--- config.mk ---
export PLATFORM = sky130hd
export DESIGN_NAME = tick_irq_ctrl
export DESIGN_NICKNAME = d
export VERILOG_FILES = /design/src/rtl/tick_irq_ctrl.sv
export SDC_FILE = /design/constraint.sdc
export NUM_CORES = 1
export LEC_CHECK = 0
export BUFFER_PORTS_ARGS = -buffer_cell sky130_fd_sc_hd__buf_2
export CELL_PAD_IN_SITES_DETAIL_PLACEMENT = 0
export CELL_PAD_IN_SITES_GLOBAL_PLACEMENT = 1
export CORE_MARGIN = 4
export CORE_UTILIZATION = 37
export CTS_BUF_LIST = sky130_fd_sc_hd__clkbuf_8 sky130_fd_sc_hd__clkbuf_16
export CTS_CLUSTER_SIZE = 30
export DETAILED_ROUTE_END_ITERATION = 10
export GPL_TIMING_DRIVEN = 0
export MAX_ROUTING_LAYER = met4
export PLACE_DENSITY_LB_ADDON = 0.1
export SLEW_MARGIN = 0
export SYNTH_ARGS = -nofsm -noshare
export SYNTH_HDL_FRONTEND = slang
export SYNTH_SLANG_ARGS = --single-unit
--- constraint.sdc ---
create_clock -name clk -period 1.3 [get_ports clk]
set_input_delay 0.065 -clock clk [delete_from_list [all_inputs] [get_ports clk]]
set_output_delay 0.065 -clock clk [all_outputs]
set_load 0.03 [all_outputs]
--- src/rtl/tick_irq_ctrl.sv ---
`timescale 1ns/1ps
module tick_irq_ctrl #(
  parameter int NSRC = 8
) (
  input  logic            clk,
  input  logic            rst_n,
  input  logic [NSRC-1:0] evt_i,
  input  logic            sel_i,
  input  logic            wr_i,
  input  logic            rd_i,
  input  logic [NSRC-1:0] wdata_i,
  output logic [NSRC-1:0] rdata_o,
  output logic            irq_o
);

  logic [NSRC-1:0] ctl_q;
  logic [NSRC-1:0] stat_q;

  wire ctl_wr  = wr_i & ~sel_i;
  wire stat_rd = rd_i & sel_i;

  always_ff @(posedge clk) begin
    if (!rst_n)      ctl_q <= '0;
    else if (ctl_wr) ctl_q <= wdata_i;
  end

  always_ff @(posedge clk) begin
    if (!rst_n) stat_q <= '0;
    else        stat_q <= (stat_rd ? '0 : stat_q) | (evt_i & ctl_q);
  end

  assign rdata_o = rd_i ? (sel_i ? stat_q : ctl_q) : '0;
  assign irq_o   = |stat_q;

endmodule

=== Word level (Yosys, flattened, before mapping) ===
Cells that the tools add are included.

* Multiplexer cells: 3
* Bitwise logic cells: 5
* Reduce and logical (&&, ||, !) cells: 1

{| class="wikitable"
|+ Operator list
! operator !! count
|-
| $mux 8 || 3
|-
| $and 8x8->8 || 1
|-
| $or 8x8->8 || 1
|-
| $reduce_or 8->1 || 1
|-
| $and 1x1->1 || 2
|-
| $not 1->1 || 1
|}

* Flip-flop bits (word level): 16
* Input bits: 21

=== Logic depth before layout (Yosys ltp) ===
* Word-level depth: 3
* Gate-level depth with buffers: 4
* Mapped depth without buffers: 2

=== Worst setup path after synthesis ===
Ideal clock, no wire load.

* Kind: register to output
* Start point: register stat_q[3]
* End point: output port rdata_o[3]
* Arrival: 0.835 ns
* Path slack: 0.400 ns
* Cell stages (with the launch flop): 3
* Buffers on the path: 0
* Path through: dfxtp_1 -> mux2i_1 -> nor2b_1

* Word-level cells in the longest chain between the ends: 2

{| class="wikitable"
|+ Ends and longest elaborated chain
! what !! line !! text
|-
| from (decl) || 17 || <nowiki>logic [NSRC-1:0] stat_q;</nowiki>
|-
| from (signal assigned) || 29 || <nowiki>else stat_q <= (stat_rd ? '0 : stat_q) | (evt_i & ctl_q);</nowiki>
|-
| $mux 8 (2 in a row) || 32 || <nowiki>assign rdata_o = rd_i ? (sel_i ? stat_q : ctl_q) : '0;</nowiki>
|-
| to (decl) || 12 || <nowiki>output logic [NSRC-1:0] rdata_o,</nowiki>
|}

Every way passes these cells.

=== Worst setup path after layout ===
* Start point: register stat_q[1]
* End point: output port irq_o

* Word-level cells in the longest chain between the ends: 1

{| class="wikitable"
|+ Ends and longest elaborated chain
! what !! line !! text
|-
| $reduce_or 8->1 || 33 || <nowiki>assign irq_o = |stat_q;</nowiki>
|-
| to (decl) || 13 || <nowiki>output logic irq_o</nowiki>
|}

Every way passes these cells.

==> flow_summary.yaml <==
yosys:
  seq_area_frac_synth_pct: 39.4
  yosys.cell_types.count: 11
  synthSimpleGateAreaFrac_pct: 26.3
  synth_flop_cell: "dfxtp_1"
  synthAdderAreaFrac_pct: 0
  synthArstFlopShare_pct: 0
  synth_top_area_share_pct: 39.4
  syn_inst: 91
  synth.mux.area_fraction_pct: 19.7
  synth_common_cells: "nand2_1 (25), dfxtp_1 (16), mux2i_1 (16)"
  synth_nets: 112
  synthTopCellsByArea: "dfxtp_1 (39%), mux2i_1 (20%), nand2_1 (12%), o21ai_2 (8.6%), nor2b_1 (6.2%)"
  synth_edf_count: 0
  yosysTopAreaCell: "dfxtp_1"
  synth_xor_area_share_pct: 0
  syn_avg_cell_area_um2: 8.94
  synth_compound_area_share_pct: 8.62
  synth_top_family_by_area: "simple AND/OR/NAND/NOR gates"
  yosysWarnings: 0
  synth-seq-cells: 16
  syn-cell-area_um2: 813
  synth.most_common_cell: "nand2_1"
worst_setup_path:
  critPathTopFamily: "simple AND/OR/NAND/NOR gates"
  cp_max_fo: 3
  path_buf_inv: 1
  critPathLaunchType: "flip-flop"
  cp.required_ns: 1.24
  critPathArrivalTime_ns: 1.12
  critPathSlowestCell: "dfxtp_1"
  max_stage_delay_ns: 0.33
  setup.worst_path.end_class: "output pin"
  path_cells: "nor4_1 > nand2_1 > buf_2"
  crit_type: "reg2out"
detailed_routing:
  drc: 0
  via_per_inst: 4.74
  drt-initial-drc-count: 5
  antenna_left: 0
  drt_wl_total_um: 1840
  firstDrtPassIters: 4
  routedWlPerCell_um: 12.3
  vias: 706
global_route:
  grt_pass1_vias: 651
  antenna_found_initial: 0
  grtUsageTotal_pct: 14.4
  grt_max_degree: 11
  top_usage_layer: "met2"
  globalRouteMet3Util_pct: 4.90
  grt_overflow_total: 0
  grt_pass1_wl_um: 2860
  grt.met2_usage_pct: 24.2
  grt_use_met1_pct: 15.6
sta:
  slew_violations: 0
  clock.fmax_mhz: 844
  final_hold_viol_count: 0
  setup_viol: 0
  tightest_slew_ns: 0.238
  slew_headroom_pct: 84.0
  finalClockSkew_ns: 0.000430
  finalSetupTns_ns: 0
  finalCriticalPeriod_ns: 1.18
  rsz0062_at_grt: "no"
  period_share_pct: 91.1
  fin_ws_ns: 0.115
cells_and_area:
  nets: 145
  regArea_um2: 320
  diodes: 0
  n_fill_cell: 225
  area_growth_syn_to_layout_pct: 26.5
  multi_input_area_um2: 444
  drive_gt1_share_pct: 38.5
placed_design:
  place.gp.congestion: 0.755
  port-buffer-count: 28
  dp_hpwl_um: 1390
  pre_cts_slack_ns: 0.356
clock_network:
  postCtsSetupBuffers: 0
  h-tree-depth: 1
  ctsHoldBuffers: 0
  cts_root_buf: "clkbuf_8"
  insertion_delay_ns: 0.24
  cts_resized: 0
  cts_buffers: 3
  path_clk_slew_ns: 0.06
  cts.sinks: 16
  cts_buffer_depth: 2
  cts_tree: "yes"
die:
  dieWidth_um: 54.9
  io_pins: 30
  num_rows: 16
  initial_core_util_pct: 40.2
  die-area_um2: 3010
  core_area_um2: 2020
  die_y_um: 54.9
hold_path:
  min_path_type: "in2reg"
outcome:
  status: "finished clean"
power:
  power.density_nw_per_um2: 1030
  ir_worst_vdd_v: 0.000704
  p_leak_nw: 0.470
run:
  max_cap_violations: 0
-- registers in the layout (all words and copies together), names as in the netlist --
register	flops
stat_q	8
ctl_q	8
-- power breakdown --
| part | switching, mW | internal (mW) |
|---|---|---|
| Combinational | 0.0982 | 0.0789 |
| Clock | 0.151 | 0.205 |
| Sequential | 0.0148 | 0.511 |
-- area by class of cell --
| class | count | area share, % |
|---|---|---|
| Buffer | 6 | 4.74 |
| Sequential cell | 16 | 31.1 |
| Tap cell | 27 | 3.28 |
| Multi-Input combinational cell | 69 | 43.2 |
| Clock buffer | 3 | 4.01 |
| Timing Repair Buffer | 28 | 13.6 |
-- per-layer routing --
layer / routed length (um) / vias to the layer above
met1: 774 / 311
met3: 137 / 2
met2: 915 / 20
li1: - / 373
met4: 9 / 0
met5: 0 / -
-- cells in the final DEF, fill, tap and decap left out --
cell type,instances
nor2b_1,8
mux2i_1,16
o21ai_2,8
buf_2,31
buf_6,3
clkbuf_8,3
nor2b_2,1
nand3_1,8
and2_4,1
nor4_1,2
dfxtp_1,16
nand2_1,25
-- worst paths after layout --
kind                         start                    end  slack (ns)  cells after the start
max           stat_q[1]$_SDFF_PN0_                  irq_o        0.12                      3
max reg2reg  ctl_q[0]$_SDFFE_PN0P_  ctl_q[0]$_SDFFE_PN0P_        0.68                      2
min                       evt_i[2]   stat_q[2]$_SDFF_PN0_        0.05                      3
min reg2reg  ctl_q[6]$_SDFFE_PN0P_  ctl_q[6]$_SDFFE_PN0P_        0.47                      2
-- worst min-delay path: stages --
cell,delay [ns]
buf_2,0.07
nand3_1,0.07
o21ai_2,0.05
-- kinds of logic (layout without fill, tap and decap cells) --
logic type / Yosys count / in the layout
AO/OA/AOI/OAI: 8 / 8
buffers and inverters: 6 / 37
flip-flops: 16 / 16
multiplexers: 16 / 16
AND/OR/NAND/NOR: 45 / 45
-- through the flow --
stage | cells | hold WS (ns) | utilization (%) | instance area [um^2] | power (mW)
after floorplan | 91 | 0.207 | - | 813 | 0.652
after global placement | 146 | 0.304 | 48.8 | 987 | 0.714
after detailed placement | 146 | 0.306 | 48.8 | 987 | 0.718
after CTS | 149 | 0.0478 | 50.9 | 1030 | 1.08
after global routing | 149 | 0.0526 | 50.9 | 1030 | 1.12
final | 149 | 0.0539 | 50.9 | 1030 | 1.06
No activity file was read; power rests on OpenSTA's default activity.
